## config.mk

```make
export PLATFORM = sky130hd
export DESIGN_NAME = nvsram_ctrl
export DESIGN_NICKNAME = d
export VERILOG_FILES = /design/src/rtl/nvs_pkg.sv /design/src/rtl/nvs_seq_detect.sv /design/src/rtl/nvs_op_timer.sv /design/src/rtl/nvs_mem_pair.sv /design/src/rtl/nvsram_ctrl.sv
export SDC_FILE = /design/constraint.sdc
export NUM_CORES = 1
export LEC_CHECK = 0
export ABC_AREA = 1
export BUFFER_PORTS_ARGS = -buffer_cell sky130_fd_sc_hd__buf_2
export CORE_MARGIN = 3
export CORE_UTILIZATION = 62
export DETAILED_ROUTE_END_ITERATION = 16
export PLACE_DENSITY = 0.79
export SYNTH_ARGS = -nofsm -noshare
export SYNTH_HDL_FRONTEND = slang
export SYNTH_SLANG_ARGS = --single-unit
```

## constraint.sdc

```tcl
create_clock -name clk -period 8.1 [get_ports clk]
set_input_delay 0.405 -clock clk [delete_from_list [all_inputs] [get_ports clk]]
set_output_delay 0.405 -clock clk [all_outputs]
set_load 0.1 [all_outputs]
```

## src/rtl/nvs_pkg.sv

```systemverilog
// Shared types for the nonvolatile SRAM controller.
package nvs_pkg;

    // Controller operating state
    typedef enum logic [1:0] {
        ST_RECALL  = 2'd0,
        ST_IDLE    = 2'd1,
        ST_STORE   = 2'd2,
        ST_WAIT_HS = 2'd3
    } nvs_state_e;

    // Operation requested by the software address chain
    typedef enum logic [1:0] {
        OP_NONE   = 2'd0,
        OP_STORE  = 2'd1,
        OP_RECALL = 2'd2
    } nvs_op_e;

endpackage

```

## src/rtl/nvs_seq_detect.sv

```systemverilog
// Software unlock chain detector.
// Follows six read accesses: five unlock addresses and then a final key that
// picks store or recall. Only the low 16 address bits are compared.
// Assumes: `access` is asserted for one cycle per bus access the controller accepts.
module nvs_seq_detect
    import nvs_pkg::*;
#(
    parameter logic [15:0] UNLOCK_0   = 16'h4E38,
    parameter logic [15:0] UNLOCK_1   = 16'hB1C7,
    parameter logic [15:0] UNLOCK_2   = 16'h83E0,
    parameter logic [15:0] UNLOCK_3   = 16'h7C1F,
    parameter logic [15:0] UNLOCK_4   = 16'h703F,
    parameter logic [15:0] STORE_KEY  = 16'h8FC0,
    parameter logic [15:0] RECALL_KEY = 16'h4C63
) (
    input  logic        clk,
    input  logic        rst_n,
    input  logic        access,
    input  logic        is_read,
    input  logic [15:0] addr16,
    output nvs_op_e     op_req,
    output logic [2:0]  step
);

    localparam logic [2:0] LAST_STEP = 3'd5;

    logic [15:0] expect_addr;

    // Select the address that the current step expects
    always_comb begin
        case (step)
            3'd0:    expect_addr = UNLOCK_0;
            3'd1:    expect_addr = UNLOCK_1;
            3'd2:    expect_addr = UNLOCK_2;
            3'd3:    expect_addr = UNLOCK_3;
            default: expect_addr = UNLOCK_4;
        endcase
    end

    // Advance on a matching read, go back to the first step on anything else
    always_ff @(posedge clk) begin
        if (!rst_n) begin
            step <= 3'd0;
        end else if (access) begin
            if (!is_read || step == LAST_STEP)
                step <= 3'd0;
            else if (addr16 == expect_addr)
                step <= step + 3'd1;
            else
                step <= 3'd0;
        end
    end

    // Decode the final key into an operation request
    always_comb begin
        op_req = OP_NONE;
        if (access && is_read && step == LAST_STEP) begin
            if (addr16 == STORE_KEY)
                op_req = OP_STORE;
            else if (addr16 == RECALL_KEY)
                op_req = OP_RECALL;
        end
    end

endmodule

```

## src/rtl/nvs_op_timer.sv

```systemverilog
// Down-counter that times a store or recall.
// `done` is high while the count is zero. Loading N-1 therefore gives a busy
// period of N cycles. Assumes load values fit in CW bits.
module nvs_op_timer #(
    parameter int CW      = 8,
    parameter int RST_VAL = 0
) (
    input  logic          clk,
    input  logic          rst_n,
    input  logic          load,
    input  logic [CW-1:0] load_val,
    output logic          done
);

    logic [CW-1:0] cnt;

    // Load on request, otherwise count down to zero and hold
    always_ff @(posedge clk) begin
        if (!rst_n)
            cnt <= CW'(RST_VAL);
        else if (load)
            cnt <= load_val;
        else if (cnt != '0)
            cnt <= cnt - 1'b1;
    end

    assign done = (cnt == '0);

endmodule

```

## src/rtl/nvs_mem_pair.sv

```systemverilog
// Working array with a shadow copy per entry.
// A store copies every working entry to its shadow. A recall does the reverse.
// Each copy takes effect in one cycle. Neither array is reset: the shadow
// models nonvolatile content. Assumes store_all and recall_all are never high together.
module nvs_mem_pair #(
    parameter int DW    = 8,
    parameter int DEPTH = 16,
    localparam int IDXW = $clog2(DEPTH)
) (
    input  logic            clk,
    input  logic            wr_en,
    input  logic [IDXW-1:0] wr_idx,
    input  logic [DW-1:0]   wr_data,
    input  logic            store_all,
    input  logic            recall_all,
    input  logic [IDXW-1:0] rd_idx,
    output logic [DW-1:0]   rd_data
);

    logic [DW-1:0] work_q   [DEPTH];
    logic [DW-1:0] shadow_q [DEPTH];

    for (genvar gi = 0; gi < DEPTH; gi++) begin : g_cell
        // Working entry: a recall overrides a bus write
        always_ff @(posedge clk) begin
            if (recall_all)
                work_q[gi] <= shadow_q[gi];
            else if (wr_en && wr_idx == IDXW'(gi))
                work_q[gi] <= wr_data;
        end

        // Shadow entry: takes the working value on a store
        always_ff @(posedge clk) begin
            if (store_all)
                shadow_q[gi] <= work_q[gi];
        end
    end

    assign rd_data = work_q[rd_idx];

endmodule

```

## src/rtl/nvsram_ctrl.sv

```systemverilog
// Nonvolatile SRAM store/recall controller (top).
// Decodes a clocked SRAM-style bus and chooses between three store triggers
// (handshake line, software chain, power fail) and the software recall.
// Times each operation and blocks bus access while one runs. Locks writes
// after every copy until write enable falls again.
// Assumes: hs_in is the wired-AND of hs_drive_low and any external driver.
module nvsram_ctrl
    import nvs_pkg::*;
#(
    parameter int          AW         = 17,
    parameter int          DW         = 8,
    parameter int          DEPTH      = 16,
    parameter int          STORE_CYC  = 40,
    parameter int          RECALL_CYC = 20,
    parameter logic [15:0] UNLOCK_0   = 16'h4E38,
    parameter logic [15:0] UNLOCK_1   = 16'hB1C7,
    parameter logic [15:0] UNLOCK_2   = 16'h83E0,
    parameter logic [15:0] UNLOCK_3   = 16'h7C1F,
    parameter logic [15:0] UNLOCK_4   = 16'h703F,
    parameter logic [15:0] STORE_KEY  = 16'h8FC0,
    parameter logic [15:0] RECALL_KEY = 16'h4C63
) (
    input  logic          clk,
    input  logic          rst_n,
    input  logic          ce_n,
    input  logic          we_n,
    input  logic          oe_n,
    input  logic [AW-1:0] addr,
    input  logic [DW-1:0] wdata,
    output logic [DW-1:0] rdata,
    output logic          rdata_valid,
    input  logic          hs_in,
    output logic          hs_drive_low,
    input  logic          pwr_fail
);

    localparam int IDXW = $clog2(DEPTH);
    localparam int TMAX = (STORE_CYC > RECALL_CYC) ? STORE_CYC : RECALL_CYC;
    localparam int TCW  = $clog2(TMAX + 1);

    nvs_state_e     state;
    nvs_op_e        seq_op;
    logic [2:0]     seq_step;
    logic           we_prev, lock_q, dirty_q, we_fall;
    logic           idle, rd_acc, wr_acc, mem_we;
    logic           start_store, start_recall, tmr_done;
    logic           store_all, recall_all;
    logic [DW-1:0]  mem_rd;
    logic [TCW-1:0] tmr_val;

    // Bus decode and write qualification
    assign idle    = (state == ST_IDLE);
    assign rd_acc  = !ce_n && we_n;
    assign wr_acc  = !ce_n && !we_n;
    assign we_fall = we_prev && !we_n;
    assign mem_we  = idle && wr_acc && hs_in && (!lock_q || we_fall);

    nvs_seq_detect #(
        .UNLOCK_0(UNLOCK_0), .UNLOCK_1(UNLOCK_1), .UNLOCK_2(UNLOCK_2),
        .UNLOCK_3(UNLOCK_3), .UNLOCK_4(UNLOCK_4),
        .STORE_KEY(STORE_KEY), .RECALL_KEY(RECALL_KEY)
    ) u_seq (
        .clk     (clk),
        .rst_n   (rst_n),
        .access  (idle && !ce_n && hs_in),
        .is_read (we_n),
        .addr16  (addr[15:0]),
        .op_req  (seq_op),
        .step    (seq_step)
    );

    // Trigger arbitration in idle: handshake line, then power fail, then software
    always_comb begin
        start_store  = 1'b0;
        start_recall = 1'b0;
        if (idle) begin
            if (!hs_in || (pwr_fail && dirty_q) || seq_op == OP_STORE)
                start_store = 1'b1;
            else if (seq_op == OP_RECALL)
                start_recall = 1'b1;
        end
    end

    assign tmr_val = start_store ? TCW'(STORE_CYC - 1) : TCW'(RECALL_CYC - 1);

    nvs_op_timer #(.CW(TCW), .RST_VAL(RECALL_CYC - 1)) u_tmr (
        .clk      (clk),
        .rst_n    (rst_n),
        .load     (start_store || start_recall),
        .load_val (tmr_val),
        .done     (tmr_done)
    );

    assign store_all  = (state == ST_STORE)  && tmr_done;
    assign recall_all = (state == ST_RECALL) && tmr_done;

    // Operation state machine; reset enters the power-up recall
    always_ff @(posedge clk) begin
        if (!rst_n) begin
            state <= ST_RECALL;
        end else begin
            case (state)
                ST_IDLE: begin
                    if (start_store)       state <= ST_STORE;
                    else if (start_recall) state <= ST_RECALL;
                end
                ST_STORE:   if (tmr_done) state <= ST_WAIT_HS;
                ST_WAIT_HS: if (hs_in)    state <= ST_IDLE;
                default:    if (tmr_done) state <= ST_IDLE;
            endcase
        end
    end

    // Write lock, written-since-copy flag and previous write-enable level
    always_ff @(posedge clk) begin
        if (!rst_n) begin
            we_prev <= 1'b1;
            lock_q  <= 1'b1;
            dirty_q <= 1'b0;
        end else begin
            we_prev <= we_n;
            if (store_all || recall_all) begin
                lock_q  <= 1'b1;
                dirty_q <= 1'b0;
            end else begin
                if (we_fall) lock_q  <= 1'b0;
                if (mem_we)  dirty_q <= 1'b1;
            end
        end
    end

    nvs_mem_pair #(.DW(DW), .DEPTH(DEPTH)) u_mem (
        .clk        (clk),
        .wr_en      (mem_we),
        .wr_idx     (addr[IDXW-1:0]),
        .wr_data    (wdata),
        .store_all  (store_all),
        .recall_all (recall_all),
        .rd_idx     (addr[IDXW-1:0]),
        .rd_data    (mem_rd)
    );

    // Read path and handshake drive
    assign rdata_valid  = idle && rd_acc && !oe_n && hs_in;
    assign rdata        = rdata_valid ? mem_rd : '0;
    assign hs_drive_low = (state == ST_STORE);

endmodule

```

After elaboration in Yosys (flattened, before gate mapping)

Memories as Yosys holds them, arrays and structs flattened.
Cells that the tools add are included.

Register bits: 14
Bits in latches: 0
Memory bits (writable): 256
ROM bits: 0
Input bits: 32
Output and inout port bits: 10
Memories: 2

Add/subtract/negate cells: 2
$mul: 0
Divide/modulo/power cells: 0
Magnitude comparators: 0
Eq/ne operators: 30
Shift-type cells: 0
Mux-type cells: 89
Bitwise logic cells: 17
Reduce and logical (&&, ||, !) cells: 52

Memory list:

| memory         | depth | width | read ports | clocked after Yosys merged registers in | wr ports | line               | RTL |
|---|---|---|---|---|---|---|---|
| u_mem.shadow_q | 16    | 8     | 16         | 0                                       | 16       | nvs_mem_pair.sv:21 | `logic [DW-1:0] shadow_q [DEPTH];` |
| u_mem.work_q   | 16    | 8     | 17         | 0                                       | 16       | nvs_mem_pair.sv:20 | `logic [DW-1:0] work_q [DEPTH];` |

Operator list:

| kind                   | count |
|---|---|
| $mux W8                | 17 |
| $pmux W16 S4           | 1 |
| $mux W1                | 57 |
| $eq A4 B4 Y1 const B   | 8 |
| $logic_and A1 B1 Y1    | 32 |
| $mux W6                | 3 |
| $eq A16 B15 Y1 const B | 1 |
| $eq A16 B16 Y1         | 1 |
| $eq A16 B16 Y1 const B | 1 |
| $eq A4 B3 Y1 const B   | 4 |
| $mux W2                | 8 |
| $or A1 B1 Y1           | 16 |
| $eq A4 B2 Y1 const B   | 2 |
| $eq A2 B2 Y1 const B   | 3 |
| $eq A3 B2 Y1 const B   | 2 |
| $logic_not A6 Y1       | 1 |
| $logic_or A1 B1 Y1     | 6 |
| $mux W3                | 2 |
| $pmux W2 S3            | 1 |
| $reduce_bool A6 Y1     | 1 |
| $sub A6 B1 Y6 const B  | 1 |
| $logic_not A1 Y1       | 5 |
| $eq A2 B1 Y1 const B   | 2 |
| $eq A4 B1 Y1 const B   | 1 |
| other kinds (14)       | 14 |

Depth between registers and ports, before layout

Depth in word-level cells: 13
Depth in mapped cells: 13
Depth with buffers taken out: 12

By module

A second synthesis with hierarchy kept.

Cell total of the unflattened synthesis: 1,242
Area total of the unflattened synthesis: 12,326.8 um^2

Modules (own cells, without submodules):

| module         | instances | cells an instance | area each (um^2) | seq. area each (um^2) |
|---|---|---|---|---|
| nvs_mem_pair   | 1         | 1,002             | 10,862.9         | 7,687.4 |
| nvs_seq_detect | 1         | 109               | 616.8            | 60.1 |
| nvsram_ctrl    | 1         | 77                | 449.2            | 100.1 |
| nvs_op_timer   | 1         | 54                | 397.9            | 120.1 |

Worst setup path before layout

No wires, ideal clock.

Path kind: register to register
From: register state[0]
To: register dirty_q
Library setup time: 0.121 ns
Arrival time: 7.356 ns
Required time: 7.979 ns
Setup slack: 0.623 ns
Cell stages (with the launch flop): 7
Period minus slack after synthesis: 7.477 ns
Cell sequence: dfxtp_1 > inv_1 > ha_1 > inv_1 > nor2_1 > nor2_1 > o21a_1

Word-level cells in the longest chain between the ends: 4

RTL lines:

| item                              | line               | RTL |
|---|---|---|
| start: declaration                | nvsram_ctrl.sv:41  | `nvs_state_e state;` |
| start signal: assignment          | nvsram_ctrl.sv:100 | `state <= ST_RECALL;` |
| start signal: assignment          | nvsram_ctrl.sv:104 | `if (start_store) state <= ST_STORE;` |
| start signal: assignment          | nvsram_ctrl.sv:105 | `else if (start_recall) state <= ST_RECALL;` |
| $eq A2 B2 Y1                      | --                 |  |
| named net hs_drive_low            | nvsram_ctrl.sv:33  | `output logic hs_drive_low,` |
| $logic_and A1 B1 Y1               | nvsram_ctrl.sv:94  | `assign store_all = (state == ST_STORE) && tmr_done;` |
| named net store_all               | nvsram_ctrl.sv:47  | `logic store_all, recall_all;` |
| $logic_or A1 B1 Y1                | nvsram_ctrl.sv:122 | `if (store_all \|\| recall_all) begin` |
| $reduce_or A2 Y1 (no source line) | --                 |  |
| end signal: assignment            | nvsram_ctrl.sv:119 | `dirty_q <= 1'b0;` |
| end signal: assignment            | nvsram_ctrl.sv:124 | `dirty_q <= 1'b0;` |
| end signal: assignment            | nvsram_ctrl.sv:127 | `if (mem_we) dirty_q <= 1'b1;` |
| end: declaration                  | nvsram_ctrl.sv:44  | `logic we_prev, lock_q, dirty_q, we_fall;` |

The timed path passes the listed nets, and every way through them passes these cells.
A chain may end at the register's enable or synchronous reset.

Worst setup path after layout

From: input addr[0]
To: output rdata[0]

Word-level cells in the longest chain between the ends: 2

RTL lines:

| item               | line               | RTL |
|---|---|---|
| start: declaration | nvsram_ctrl.sv:28  | `input logic [AW-1:0] addr,` |
| $mem_v2 Z16 W8     | --                 |  |
| $mux W8            | nvsram_ctrl.sv:145 | `assign rdata = rdata_valid ? mem_rd : '0;` |
| end: declaration   | nvsram_ctrl.sv:30  | `output logic [DW-1:0] rdata,` |

Every way passes these cells.

==> reports/results.ini <==
[cts]
cts_buffers=27
cts_tree=built
ctsHtreeMaxLevel=1
ctsResizeCount=0
clk_pin_slew_ps=60
clock_sinks=270
cts_root_buf=clkbuf_16
post_cts_hold_buffer_count=0
cts_buffer_depth=3
cts_setup_buffers=0
worstSkewPairLatency_ps=530

[run]
cap_violations=0

[setup_path]
r2r_start=u_tmr.cnt[0]$_SDFFE_PN1P_
cp-start-kind=primary input
cp-end-kind=output port
arrival_ps=3010
cp_slowest_stage_delay_ps=520
cp_slowest_cell=clkinv_1
setup.worst_path.class=in -> out
crit_chain=buf_2 > inv_1 > nand2_1 > clkinv_1 > buf_4 > a22oi_1 > a21oi_1 > o21ai_0 > a21oi_1 > buf_2
r2r_end=u_mem.work_q[0][1]$_DFFE_PP_
cp.required_ps=7700
path_max_fanout=23
worstRegToRegCells=7
ff2ff_setup_slack_ps=5020

[synth]
synth-seq-area-share_pct=69.57
synth_enable_flop_cells=256
synth_cells=936
synth_top_area_share_pct=67.13
ys_warn_count=0
synth_seq_cells=270
netlist_top_cells_area=edfxtp_1 67%, o21ai_0 7.1%, nand2_1 6.1%
synthTopCellsByCount=256 x edfxtp_1, 187 x nand2_1, 163 x o21ai_0, 65 x a22oi_1
syn_nets=979
synth.most_common_cell=edfxtp_1
synthArstFlopShare_pct=0
syn_area_per_cell_um2=12.24
synth-main-ff-cell=edfxtp_1
syn_area_um2=11450
ys_types=33
yosys.area.top_type=edfxtp_1

[global_route]
antenna_found_initial=0
grt.total_usage_pct=26.19
grt_max_degree=66
grt_pass1_vias=7230
overflow=0
grt_pass1_wl_mm=40.49

[min_path]
min_path_type=in -> reg
min_from=we_n
holdPathStages=3
hold_path_end=we_prev$_SDFF_PN1_

[routing]
maxUsedRoutingLayer=met4
via_count=7644
first_iter_violations=974
routedWlPerCell_um=21.57
ant_nets=0
met2_length_mm=12.42
firstDrtPassIters=5
routed_wirelength_mm=26.42
wl_met1_mm=10.87
via_per_inst=6.240
drc=0
wl_met3_mm=2.294

[power_and_ir_drop]
p_leak_nw=4.572
peakVddDrop_mv=0.2821
p_per_area_nw_per_um2=230.6

[sta]
hold_viol=0
drv_slew=0
slew_headroom_pct=9.121
setup_viol_count_final=0
worst_pin_slew_ps=1349
fin_ws_ps=4684
rsz0062_at_grt=no
fin_tns_setup_ps=0
period_needed_ps=3416
fmax_mhz=292.7
fin_worst_skew_ps=11.55
fin_crit_sh_pct=42.17

[die]
die_h_um=141.9
dieArea_um2=20140
coreArea_um2=18020
row_count=49
ios=42
die_w_um=141.9
initial_core_util_pct=63.54

[placement]
pre_cts_ws_ps=4775
place_hpwl_mm=15.97
gp_congestion=0.9096
port_buffers=40

[finish]
area_delta_synth_final_pct=10.55
fill_cells=1282
final_nets=1019
antenna_cells=0
drive_above_1_share_pct=12.35

[status]
outcome=complete, no violations

-- report_power, final --
| part | switching [W] | internal [W] | total (W) |
|---|---|---|---|
| logic | 0.000113 | 0.0000454 | 0.000158 |
| registers | 0.0000116 | 0.00153 | 0.00154 |
| clock network | 0.000518 | 0.000705 | 0.00122 |
| total | 0.000643 | 0.00228 | 0.00292 |
-- worst max path at each step --
stage                                startpoint                    to  slack, ps  cells after the start
final                                   addr[0]              rdata[0]       4680                     10
after global routing                    addr[0]              rdata[6]       4570                     10
after CTS                               addr[0]              rdata[0]       4750                     10
after detailed placement                addr[0]              rdata[0]       4770                     10
after global placement                  addr[0]              rdata[0]       4800                     10
after floorplan           state[0]$_SDFFE_PN0P_  dirty_q$_SDFFE_PP0P_        620                      6
-- cells in the final DEF, fill, tap and decap left out, types with 4 or more instances in the layout --
cell       instances
nand3_1           15
buf_2             40
clkbuf_16         27
buf_4             18
nand3_2            8
clkinv_2           6
nor2_1            42
o21ai_1            4
a22oi_1           65
o21ai_0          162
xor2_1             4
nand2_1          187
nand3_4            8
clkinv_1           8
ha_1              11
inv_1             44
dfxtp_1           14
clkbuf_1           4
a21oi_1           44
edfxtp_1         256
-- routing by layer --
metal / up-vias / global-route usage, %
li1: 3490 / -
met1: 3658 / 38.28
met2: 437 / 40.89
met3: 59 / 3.910
met4: 0 / 9.394
met5: - / 0
-- registers in the layout, indices dropped and copies added, names as in the netlist --
signal	count
u_mem.shadow_q	128
u_mem.work_q	128
u_tmr.cnt	6
u_seq.step	3
state	2
dirty_q	1
lock_q	1
we_prev	1
-- critical path: cells and delay by family --
family          cells  cell delay, ps
simple gates        1             230
buf+inv             5            1480
compound gates      4             870
-- final cells by class --
type                            count  area, um2  share of cell area [%]
Sequential cell                   270       7968                   62.93
Clock inverter                     18      162.7                   1.285
Multi-Input combinational cell    571       3038                   23.99
Timing Repair Buffer               58      335.3                   2.648
Clock buffer                       31      690.7                   5.455
Inverter                           48      180.2                   1.423
Tap cell                          229      286.5                   2.263
-- cells by family after synthesis --
kind of cell	Yosys count	share of synthesized area, %
AOI/OAI and AO/OA	280	13.78
xor gates and xnor gates	5	0.3824
adders and majority gates	11	1.202
buffers and inverters	95	4.031
DFF	270	69.57
and+or+nand+nor	275	11.03
-- per-stage QoR --
| step | power (W) | area (um2) | instances | hold WS [ps] | utilization, % |
|---|---|---|---|---|---|
| after detailed placement | 0.001724 | 11810 | 1176 | 436.3 | 65.51 |
| final | 0.002920 | 12660 | 1225 | 125.2 | 70.24 |
| after CTS | 0.002921 | 12660 | 1225 | 113.6 | 70.24 |
| after floorplan | 0.001673 | 11450 | 936 | 427.3 | - |
| after global placement | 0.001719 | 11810 | 1176 | 429.4 | 65.51 |
| after global routing | 0.002994 | 12660 | 1225 | 160.6 | 70.24 |
Power figures use the tool's default switching activity.
